$ cat config.mk
export PLATFORM = sky130hd
export DESIGN_NAME = rtc_cal_divider
export DESIGN_NICKNAME = d
export VERILOG_FILES = /design/src/rtl/rtc_cal_pkg.sv /design/src/rtl/rtc_cal_cfg_reg.sv /design/src/rtl/rtc_cal_frac_accum.sv /design/src/rtl/rtc_cal_time_count.sv /design/src/rtl/rtc_cal_window_sel.sv /design/src/rtl/rtc_cal_divider.sv
export SDC_FILE = /design/constraint.sdc
export NUM_CORES = 1
export LEC_CHECK = 0
export BUFFER_PORTS_ARGS = -buffer_cell sky130_fd_sc_hd__buf_2
export CAP_MARGIN = 20
export CORE_UTILIZATION = 50
export DETAILED_ROUTE_END_ITERATION = 10
export MAX_ROUTING_LAYER = met4
export PLACE_DENSITY = 0.69
export SYNTH_ARGS = -nofsm -noshare
export SYNTH_HDL_FRONTEND = slang
export SYNTH_SLANG_ARGS = --single-unit
export TNS_END_PERCENT = 5
$ cat constraint.sdc
create_clock -name clk -period 7.9 [get_ports clk]
set_clock_uncertainty 0.1 [all_clocks]
set_input_delay 0.79 -clock clk [delete_from_list [all_inputs] [get_ports clk]]
set_output_delay 0.79 -clock clk [all_outputs]
set_load 0.01 [all_outputs]
$ cat src/rtl/rtc_cal_pkg.sv
`timescale 1ns/1ps
// Package rtc_cal_pkg
// Holds the layout of the correction setting and the kinds of window that the
// divider can run. The bit positions are fixed because software writes them.
package rtc_cal_pkg;

    localparam int CAL_MAG_W = 5;
    localparam int CAL_CFG_W = CAL_MAG_W + 1;

    // Bit 5 is the direction, bits 4:0 are the magnitude.
    typedef struct packed {
        logic                 fast;
        logic [CAL_MAG_W-1:0] mag;
    } cal_cfg_t;

    // Kind of window used for one second.
    typedef enum logic [1:0] {
        WIN_PLAIN = 2'd0,
        WIN_SHORT = 2'd1,
        WIN_LONG  = 2'd2
    } win_kind_e;

endpackage

$ cat src/rtl/rtc_cal_cfg_reg.sv
`timescale 1ns/1ps
// Module rtc_cal_cfg_reg
// Stores the 6-bit correction setting written over the plain port and returns
// it for read-back. Assumes that writes are single-cycle strobes. The stored
// value is passed on as a struct to the window selector, which samples it only
// at second boundaries.
module rtc_cal_cfg_reg
    import rtc_cal_pkg::*;
(
    input  logic                 clk,
    input  logic                 rst_n,
    input  logic                 wr_en,
    input  logic [CAL_CFG_W-1:0] wr_data,
    output logic [CAL_CFG_W-1:0] rd_data,
    output cal_cfg_t             cfg_live
);

    logic [CAL_CFG_W-1:0] cfg_q;

    // Hold the setting; cleared by reset, replaced on each write.
    always_ff @(posedge clk) begin
        if (!rst_n) begin
            cfg_q <= '0;
        end else if (wr_en) begin
            cfg_q <= wr_data;
        end
    end

    assign rd_data  = cfg_q;
    assign cfg_live = cal_cfg_t'(cfg_q);

endmodule

$ cat src/rtl/rtc_cal_frac_accum.sv
`timescale 1ns/1ps
// Module rtc_cal_frac_accum
// Spreads OUT_PER_WIN output ticks over a window of win_len input ticks. Each
// input tick adds OUT_PER_WIN to a residue. When the sum reaches the window
// length, a tick fires and the length is subtracted. Across a whole window the
// residue returns to zero, and the last input tick of the window fires the
// last output tick. Assumes that win_len changes only when the residue is zero.
module rtc_cal_frac_accum #(
    parameter int IN_PER_WIN  = 512,
    parameter int OUT_PER_WIN = 100,
    parameter int WIN_W       = $clog2(IN_PER_WIN + 2),
    parameter int ACC_W       = $clog2(IN_PER_WIN + OUT_PER_WIN + 2)
) (
    input  logic             clk,
    input  logic             rst_n,
    input  logic             tick_in,
    input  logic [WIN_W-1:0] win_len,
    output logic             fire
);

    localparam logic [ACC_W-1:0] STEP = ACC_W'(OUT_PER_WIN);

    logic [ACC_W-1:0] acc_q;
    logic [ACC_W-1:0] acc_sum;
    logic [ACC_W-1:0] win_ext;
    logic             reach;

    // Form the candidate sum and decide whether it reaches the window length.
    always_comb begin
        win_ext = ACC_W'(win_len);
        acc_sum = acc_q + STEP;
        reach   = (acc_sum >= win_ext);
        fire    = tick_in && reach;
    end

    // Update the residue on each input tick.
    always_ff @(posedge clk) begin
        if (!rst_n) begin
            acc_q <= '0;
        end else if (tick_in) begin
            acc_q <= reach ? (acc_sum - win_ext) : acc_sum;
        end
    end

endmodule

$ cat src/rtl/rtc_cal_time_count.sv
`timescale 1ns/1ps
// Module rtc_cal_time_count
// Counts fired ticks into seconds and seconds into minutes, and keeps a minute
// parity bit. It registers the tick, second and minute strobes. It also
// reports, without a register, the second that will begin and that second's
// minute parity, so the window selector can load the next window at the edge
// that closes the current second.
module rtc_cal_time_count #(
    parameter int TICKS_PER_SEC = 100,
    parameter int SEC_PER_MIN   = 60,
    parameter int TICK_W        = $clog2(TICKS_PER_SEC),
    parameter int SEC_W         = $clog2(SEC_PER_MIN)
) (
    input  logic             clk,
    input  logic             rst_n,
    input  logic             fire,
    output logic             sec_wrap,
    output logic [SEC_W-1:0] next_sec,
    output logic             next_par,
    output logic             tick_q,
    output logic             sec_q,
    output logic             min_q
);

    localparam logic [TICK_W-1:0] TICK_LAST = TICK_W'(TICKS_PER_SEC - 1);
    localparam logic [SEC_W-1:0]  SEC_LAST  = SEC_W'(SEC_PER_MIN - 1);

    logic [TICK_W-1:0] tick_cnt_q;
    logic [SEC_W-1:0]  sec_cnt_q;
    logic              par_q;
    logic              min_end;

    // Work out the second and parity that follow the current second.
    always_comb begin
        sec_wrap = fire && (tick_cnt_q == TICK_LAST);
        min_end  = (sec_cnt_q == SEC_LAST);
        next_sec = min_end ? '0 : sec_cnt_q + 1'b1;
        next_par = min_end ? ~par_q : par_q;
    end

    // Count ticks within the second.
    always_ff @(posedge clk) begin
        if (!rst_n) begin
            tick_cnt_q <= '0;
        end else if (sec_wrap) begin
            tick_cnt_q <= '0;
        end else if (fire) begin
            tick_cnt_q <= tick_cnt_q + 1'b1;
        end
    end

    // Advance the second index and minute parity at each second boundary.
    always_ff @(posedge clk) begin
        if (!rst_n) begin
            sec_cnt_q <= '0;
            par_q     <= 1'b0;
        end else if (sec_wrap) begin
            sec_cnt_q <= next_sec;
            par_q     <= next_par;
        end
    end

    // Register the three strobes.
    always_ff @(posedge clk) begin
        if (!rst_n) begin
            tick_q <= 1'b0;
            sec_q  <= 1'b0;
            min_q  <= 1'b0;
        end else begin
            tick_q <= fire;
            sec_q  <= sec_wrap;
            min_q  <= sec_wrap && min_end;
        end
    end

endmodule

$ cat src/rtl/rtc_cal_window_sel.sv
`timescale 1ns/1ps
// Module rtc_cal_window_sel
// Chooses the window length for each second. At each second boundary it looks
// at the live setting, at the index of the second that is beginning and at
// that second's minute parity. It then loads IN_PER_WIN-1 (fast),
// IN_PER_WIN+1 (slow, even minutes only) or IN_PER_WIN. After reset the window
// is IN_PER_WIN. Assumes that load is high only at a second boundary.
module rtc_cal_window_sel
    import rtc_cal_pkg::*;
#(
    parameter int IN_PER_WIN = 512,
    parameter int SEC_W      = 6,
    parameter int WIN_W      = $clog2(IN_PER_WIN + 2)
) (
    input  logic             clk,
    input  logic             rst_n,
    input  logic             load,
    input  cal_cfg_t         cfg_live,
    input  logic [SEC_W-1:0] next_sec,
    input  logic             next_par,
    output logic [WIN_W-1:0] win_len
);

    localparam int CMP_W = ((SEC_W > CAL_MAG_W) ? SEC_W : CAL_MAG_W) + 1;
    localparam logic [WIN_W-1:0] WIN_PLAIN_LEN = WIN_W'(IN_PER_WIN);
    localparam logic [WIN_W-1:0] WIN_SHORT_LEN = WIN_W'(IN_PER_WIN - 1);
    localparam logic [WIN_W-1:0] WIN_LONG_LEN  = WIN_W'(IN_PER_WIN + 1);

    logic [CMP_W-1:0] sec_ext;
    logic [CMP_W-1:0] mag_ext;
    logic             in_span;
    win_kind_e        kind;
    logic [WIN_W-1:0] win_d;
    logic [WIN_W-1:0] win_q;

    // Decide whether the second that begins lies inside the corrected span.
    always_comb begin
        sec_ext = CMP_W'(next_sec);
        mag_ext = CMP_W'(cfg_live.mag);
        in_span = (cfg_live.mag != '0) && (sec_ext < mag_ext);
    end

    // Map direction and minute parity onto a window kind.
    always_comb begin
        if (!in_span) begin
            kind = WIN_PLAIN;
        end else if (cfg_live.fast) begin
            kind = WIN_SHORT;
        end else if (!next_par) begin
            kind = WIN_LONG;
        end else begin
            kind = WIN_PLAIN;
        end
    end

    // Translate the kind into a window length.
    always_comb begin
        unique case (kind)
            WIN_SHORT: win_d = WIN_SHORT_LEN;
            WIN_LONG:  win_d = WIN_LONG_LEN;
            default:   win_d = WIN_PLAIN_LEN;
        endcase
    end

    // Hold the window for the whole second.
    always_ff @(posedge clk) begin
        if (!rst_n) begin
            win_q <= WIN_PLAIN_LEN;
        end else if (load) begin
            win_q <= win_d;
        end
    end

    assign win_len = win_q;

endmodule

$ cat src/rtl/rtc_cal_divider.sv
`timescale 1ns/1ps
// Module rtc_cal_divider (top)
// Divides a 512 Hz enable down to 100 Hz and trims the rate one second at a
// time through a 6-bit setting. It also produces second and minute strobes and
// an uncorrected test-frequency enable. Assumes that tick_in is high for at
// most one cycle at a time and that all inputs are synchronous to clk.
module rtc_cal_divider
    import rtc_cal_pkg::*;
#(
    parameter int IN_PER_WIN  = 512,
    parameter int OUT_PER_WIN = 100,
    parameter int SEC_PER_MIN = 60
) (
    input  logic                 clk,
    input  logic                 rst_n,
    input  logic                 tick_in,
    input  logic                 cfg_wr,
    input  logic [CAL_CFG_W-1:0] cfg_wdata,
    output logic [CAL_CFG_W-1:0] cfg_rdata,
    output logic                 tick_out,
    output logic                 sec_pulse,
    output logic                 min_pulse,
    output logic                 ftest_tick
);

    localparam int WIN_W  = $clog2(IN_PER_WIN + 2);
    localparam int ACC_W  = $clog2(IN_PER_WIN + OUT_PER_WIN + 2);
    localparam int SEC_W  = $clog2(SEC_PER_MIN);
    localparam int TICK_W = $clog2(OUT_PER_WIN);

    cal_cfg_t         cfg_live;
    logic [WIN_W-1:0] win_len;
    logic             fire;
    logic             sec_wrap;
    logic [SEC_W-1:0] next_sec;
    logic             next_par;
    logic             ftest_q;

    rtc_cal_cfg_reg u_cfg (
        .clk      (clk),
        .rst_n    (rst_n),
        .wr_en    (cfg_wr),
        .wr_data  (cfg_wdata),
        .rd_data  (cfg_rdata),
        .cfg_live (cfg_live)
    );

    rtc_cal_frac_accum #(
        .IN_PER_WIN  (IN_PER_WIN),
        .OUT_PER_WIN (OUT_PER_WIN),
        .WIN_W       (WIN_W),
        .ACC_W       (ACC_W)
    ) u_accum (
        .clk     (clk),
        .rst_n   (rst_n),
        .tick_in (tick_in),
        .win_len (win_len),
        .fire    (fire)
    );

    rtc_cal_time_count #(
        .TICKS_PER_SEC (OUT_PER_WIN),
        .SEC_PER_MIN   (SEC_PER_MIN),
        .TICK_W        (TICK_W),
        .SEC_W         (SEC_W)
    ) u_count (
        .clk      (clk),
        .rst_n    (rst_n),
        .fire     (fire),
        .sec_wrap (sec_wrap),
        .next_sec (next_sec),
        .next_par (next_par),
        .tick_q   (tick_out),
        .sec_q    (sec_pulse),
        .min_q    (min_pulse)
    );

    rtc_cal_window_sel #(
        .IN_PER_WIN (IN_PER_WIN),
        .SEC_W      (SEC_W),
        .WIN_W      (WIN_W)
    ) u_win (
        .clk      (clk),
        .rst_n    (rst_n),
        .load     (sec_wrap),
        .cfg_live (cfg_live),
        .next_sec (next_sec),
        .next_par (next_par),
        .win_len  (win_len)
    );

    // Register the uncorrected input enable for the test-frequency output.
    always_ff @(posedge clk) begin
        if (!rst_n) begin
            ftest_q <= 1'b0;
        end else begin
            ftest_q <= tick_in;
        end
    end

    assign ftest_tick = ftest_q;

endmodule

## Yosys cells after proc, flatten, opt, wreduce, memory -nomap -nowiden

Cells that the tools add are included.

- Equality and inequality tests: 4
- Mux-type cells: 7
- Bitwise gates (word level): 2
- Add/subtract/negate cells: 4
- Magnitude comparators: 2
- Reductions and logical operators: 6

Operators by type and width:

| cell | count |
|---|---|
| 10-bit one-hot mux with 2 select lines | 1 |
| 10-bit by 7-bit adder with 10-bit output (second input constant) | 1 |
| 10-bit greater-or-equal comparator | 1 |
| 10-bit 2-to-1 mux | 1 |
| 10-bit subtractor | 1 |
| 7-bit by 1-bit adder with 7-bit output (second input constant) | 1 |
| 7-bit equality test (second input constant) | 1 |
| 6-bit by 1-bit adder with 6-bit output (second input constant) | 1 |
| 6-bit equality test (second input constant) | 1 |
| 6-bit by 5-bit < comparator with 1-bit output | 1 |
| 2-bit 2-to-1 mux | 3 |
| 6-bit 2-to-1 mux | 1 |
| 5-bit nonzero test | 1 |
| 1-bit logical AND | 4 |
| 2-bit by 1-bit equality test with 1-bit output (second input constant) | 1 |
| 2-bit equality test (second input constant) | 1 |
| 1-bit inverter | 2 |
| 2-bit OR reduction | 1 |
| 1-bit 2-to-1 mux | 1 |

- Output and inout port bits: 10
- Register bits: 44
- Bits of input ports: 10
- Word-level logic and storage cells: 35

## Logic depth before layout (Yosys ltp)

- Depth after elaboration: 7
- Depth in mapped cells: 12
- Gate-level depth less buffers: 12

## Cells and area by module

A second synthesis with hierarchy kept.

- Cell total of the unflattened synthesis: 293
- Area total of the unflattened synthesis: 2543.7 sq um

Modules (own cells, without submodules):

| module | times used | area an instance (sq um) | cells each | sequential area each (sq um) |
|---|---|---|---|---|
| rtc_cal_frac_accum | 1 | 1081.0 | 133 | 200.2 |
| rtc_cal_time_count | 1 | 832.0 | 97 | 340.3 |
| rtc_cal_window_sel | 1 | 330.3 | 36 | 60.1 |
| rtc_cal_cfg_reg | 1 | 274.0 | 25 | 120.1 |
| rtc_cal_divider | 1 | 26.3 | 2 | 20.0 |

## Least setup slack after synthesis

Ideal clock, no wire load.

- Path kind: register -> register
- Start point: register u_accum.acc_q[2]
- End point: register u_win.win_q[0] (netlist: u_win.win_len[0])
- Required time: 7.683 ns
- Arrival time: 2.378 ns
- Clock period less this slack: 2.595 ns
- Path buffers: 1
- Cell stages (with the launch flop): 13
- Path slack: 5.305 ns
- Setup time: 0.117 ns
- Path through: dfxtp_1 -> ha_1 -> a21oi_1 -> nand2b_1 -> nand2_1 -> xnor2_1 -> ha_1 -> nand2_1 -> o21ai_2 -> o211ai_2 -> and2_1 -> buf_6 -> a32o_1

- Word-level cells in the longest chain between the ends: 4

Ends and longest elaborated chain:

| what | line | source |
|---|---|---|
| start: declaration | rtc_cal_frac_accum.sv:23 | `logic [ACC_W-1:0] acc_q;` |
| start signal: assignment | rtc_cal_frac_accum.sv:41 | `acc_q <= reach ? (acc_sum - win_ext) : acc_sum;` |
| 10-bit by 7-bit adder with 10-bit output | rtc_cal_frac_accum.sv:31 | `acc_sum = acc_q + STEP;` |
| 10-bit greater-or-equal comparator | rtc_cal_frac_accum.sv:32 | `reach = (acc_sum >= win_ext);` |
| 1-bit logical AND | rtc_cal_frac_accum.sv:33 | `fire = tick_in && reach;` |
| 1-bit logical AND | rtc_cal_time_count.sv:35 | `sec_wrap = fire && (tick_cnt_q == TICK_LAST);` |
| end signal: assignment | rtc_cal_window_sel.sv:70 | `win_q <= win_d;` |
| end: declaration | rtc_cal_window_sel.sv:34 | `logic [WIN_W-1:0] win_q;` |

Every way passes these cells.
A chain may end at the register's enable or synchronous reset.

## Worst setup path in the final report

- Start point: register u_accum.acc_q[2]
- End point: register u_win.win_q[8] (netlist: u_win.win_len[8])

Same word-level chain as after synthesis.

==> flow_metrics.tcl <==
set metrics [dict create \
    end_kind "flop" \
    cts_tree "yes" \
    slew_viol_final 0 \
    place_inst 327 \
    setup.worst_path.start_class "flop" \
    clkLatencyLatePin_ns 0.29 \
    reg2reg_depth 10 \
    ios 20 \
    synthCells 265 \
    finalPower_mw 0.5198 \
    max_cap_viol_count 0 \
    synth_cell_types 55 \
    htree_levels 2 \
    ir_drop_mv 0.09601 \
    grt_max_degree 25 \
    rsz0062_at_grt "false" \
    start_util 0.5241 \
    min-delay-path-class "flop to flop" \
    die_area_mm2 0.004903 \
    netlist_area_mm2 0.002313 \
    ff2ff_setup_slack_ns 5.04 \
    seq_area_um2 740.7 \
    holdBufCountCts 0 \
    synth_fp_nets 293 \
    post-route-drc-count 0 \
    final_cell_mix "37 x dfxtp_1, 22 x nand2_1, 20 x o21ai_0" \
    p_seq_frac 0.399 \
    layout_commonest_cell "dfxtp_1" \
    synth-edff-count 0 \
    fmaxAchievable_mhz 349.7 \
    clk_pin_slew_ns 0.08 \
    powerDensity_mw_per_mm2 207.7 \
    intPower_mw 0.3306 \
    pwr-share-comb 0.346 \
    layout-drive-gt1-share 0.1378 \
    worstHoldStart "u_win.win_len[9]$_SDFFE_PN1P_" \
    fin_nets 310 \
    io_buffers 19 \
    hold_end "u_win.win_len[9]$_SDFFE_PN1P_" \
    antenna_left 0 \
    finalHoldViolCount 0 \
    fin_cells 335 \
    path_max_fanout 12 \
    worstPathRequired_ns 7.98 \
    syn_to_final_growth_pct 8.167 \
    multi_input_area_mm2 0.001463 \
    antenna_found_initial 0 \
    track_usage 0.2103 \
    worst_pin_slew_ns 0.4745 \
    vias_per_cell 5.716 \
    rr_endpoint "u_win.win_len[8]$_SDFFE_PN0P_" \
    insertedDiodeCount 0 \
    wl_mm 4.659 \
    cts-root-buf "clkbuf_8" \
    synth_async_sr_flop_share 0 \
    dr.first_iter.drc_count 71 \
    grt_pass1_vias 1786 \
    ys_seq_elements 37 \
    cts_resized 0 \
    core_area_mm2 0.004414 \
    cts_setup_buffers 0 \
    num-fill-cells 410 \
    synth_flop_cell "dfxtp_1" \
    max_slew_margin 0.6812 \
    seq_area_frac_synth 0.3202 \
    finalCritPeriodShare 0.3619 \
    grt_overflow 0 \
    cp.arrival_ns 2.94 \
    first_pass_iters 4 \
    vias 1915 \
    die_h_um 70.02 \
    min_path_cells 2 \
    fin_tns_setup_ns 0 \
    rows 24 \
    dp_slack_ns 5.059 \
    synth.avg_cell_area_um2 8.730 \
    clockBufferDepth 2 \
    setup_ws_ns 5.041 \
    p_sw_frac 0.3640 \
    utilization 0.5669 \
    grt_first_pass_wirelength_mm 8.107 \
    pwr-share-clk 0.255 \
    gp_congestion 0.8911 \
    drt-wirelength-per-cell_um 13.91 \
    path_class "flop to flop" \
    status "finished clean" \
    yosys_warnings 0 \
    finalSetupViolCount 0 \
    switchingPower_mw 0.1892 \
    die_w_um 70.02 \
    power.leakage_nw 1.010 \
    min_period_ns 2.859 \
    cts.sinks 37 \
    cts_made_buffers 5 \
    dpl.hpwl_mm 3.445 \
    rr_startpoint "u_accum.acc_q[2]$_SDFFE_PN0P_" \
]
## stage by stage
step | instance area, um^2 | hold slack (ns)
2_1_floorplan | 2313 | 0.3349
3_3_place_gp | 2416 | 0.3490
3_5_place_dp | 2416 | 0.3585
4_1_cts | 2502 | 0.3756
5_1_grt | 2502 | 0.3974
6_report | 2502 | 0.3708
## Yosys cell counts (3+ instances only)
library cell,n,share of area
nor2b_1,7,0.019
and2_1,3,0.0081
xnor2_1,11,0.042
nand2b_1,3,0.0081
o31ai_1,3,0.0097
a21boi_1,4,0.013
nor2_1,19,0.031
nand4_1,3,0.0081
a21oi_1,8,0.017
a22o_1,4,0.015
a31oi_1,6,0.016
clkbuf_1,5,0.0081
o21a_1,3,0.0097
a32o_1,3,0.013
ha_1,17,0.092
xor2_1,9,0.034
mux2i_1,9,0.039
buf_6,3,0.015
or3_1,5,0.014
nand2_1,22,0.036
o21ai_0,20,0.043
nand3_1,11,0.024
inv_1,13,0.021
nor3_1,3,0.0065
dfxtp_1,37,0.32
## layout make-up
class	count	area share
Multi-Input combinational cell	205	0.5845
Sequential cell	37	0.2960
Timing Repair Buffer	19	0.03800
Clock buffer	5	0.02750
Tap cell	52	0.02600
Inverter	14	0.02100
Clock inverter	3	0.007000
## cell families after synthesis
family	after synthesis	share of synthesized area
compound gates	69	0.2142
simple gates	89	0.2028
fa+ha+maj	18	0.1006
flops	37	0.3202
xor+xnor	20	0.07572
buf+inv	23	0.04759
mux	9	0.03894
## power by group through the flow
stage	clock network (mW)	registers [mW]	logic [mW]
floorplan	0	0.211	0.151
global placement	0	0.211	0.177
detailed placement	0	0.212	0.177
CTS	0.138	0.207	0.179
global route	0.144	0.209	0.199
finish	0.133	0.208	0.180
## critical path: stages (launching register included)
cell,delay (ns)
dfxtp_1,0.34
ha_1,0.25
xor2_1,0.16
ha_1,0.35
a21o_1,0.24
a221oi_4,0.38
a21oi_4,0.15
or2_4,0.33
nand3_2,0.12
inv_2,0.08
a32o_1,0.25
## routing by layer
| metal | part of all wire | global-route usage |
|---|---|---|
| met1 | 0.51 | 0.2697 |
| met2 | 0.42 | 0.3141 |
| met3 | 0.041 | 0.05051 |
| met4 | 0.031 | 0.09333 |
| met5 | 0 | - |
## worst max-delay path by stage
stage | from | end | slack (ns) | cells after the start
after floorplan | u_accum.acc_q[2]$_SDFFE_PN0P_ | u_win.win_len[0]$_SDFFE_PN0P_ | 5.30 | 12
after global placement | u_accum.acc_q[2]$_SDFFE_PN0P_ | u_win.win_len[8]$_SDFFE_PN0P_ | 5.08 | 10
after detailed placement | u_accum.acc_q[2]$_SDFFE_PN0P_ | u_win.win_len[8]$_SDFFE_PN0P_ | 5.06 | 10
after CTS | u_accum.acc_q[2]$_SDFFE_PN0P_ | u_win.win_len[8]$_SDFFE_PN0P_ | 5.04 | 10
after global routing | u_accum.acc_q[2]$_SDFFE_PN0P_ | u_win.win_len[8]$_SDFFE_PN0P_ | 4.77 | 11
final | u_accum.acc_q[2]$_SDFFE_PN0P_ | u_win.win_len[8]$_SDFFE_PN0P_ | 5.04 | 10
## flip-flops by register name, indices dropped and copies added (netlist names)
| register | flops |
|---|---|
| u_count.sec_q | 1 |
| u_count.min_q | 1 |
| ftest_tick | 1 |
| u_cfg.cfg_live | 6 |
| u_win.win_len | 3 |
| u_count.tick_cnt_q | 7 |
| u_count.sec_cnt_q | 6 |
| u_count.par_q | 1 |
| u_count.tick_q | 1 |
| u_accum.acc_q | 10 |
Note: power is estimated with default switching activity, not from simulation.
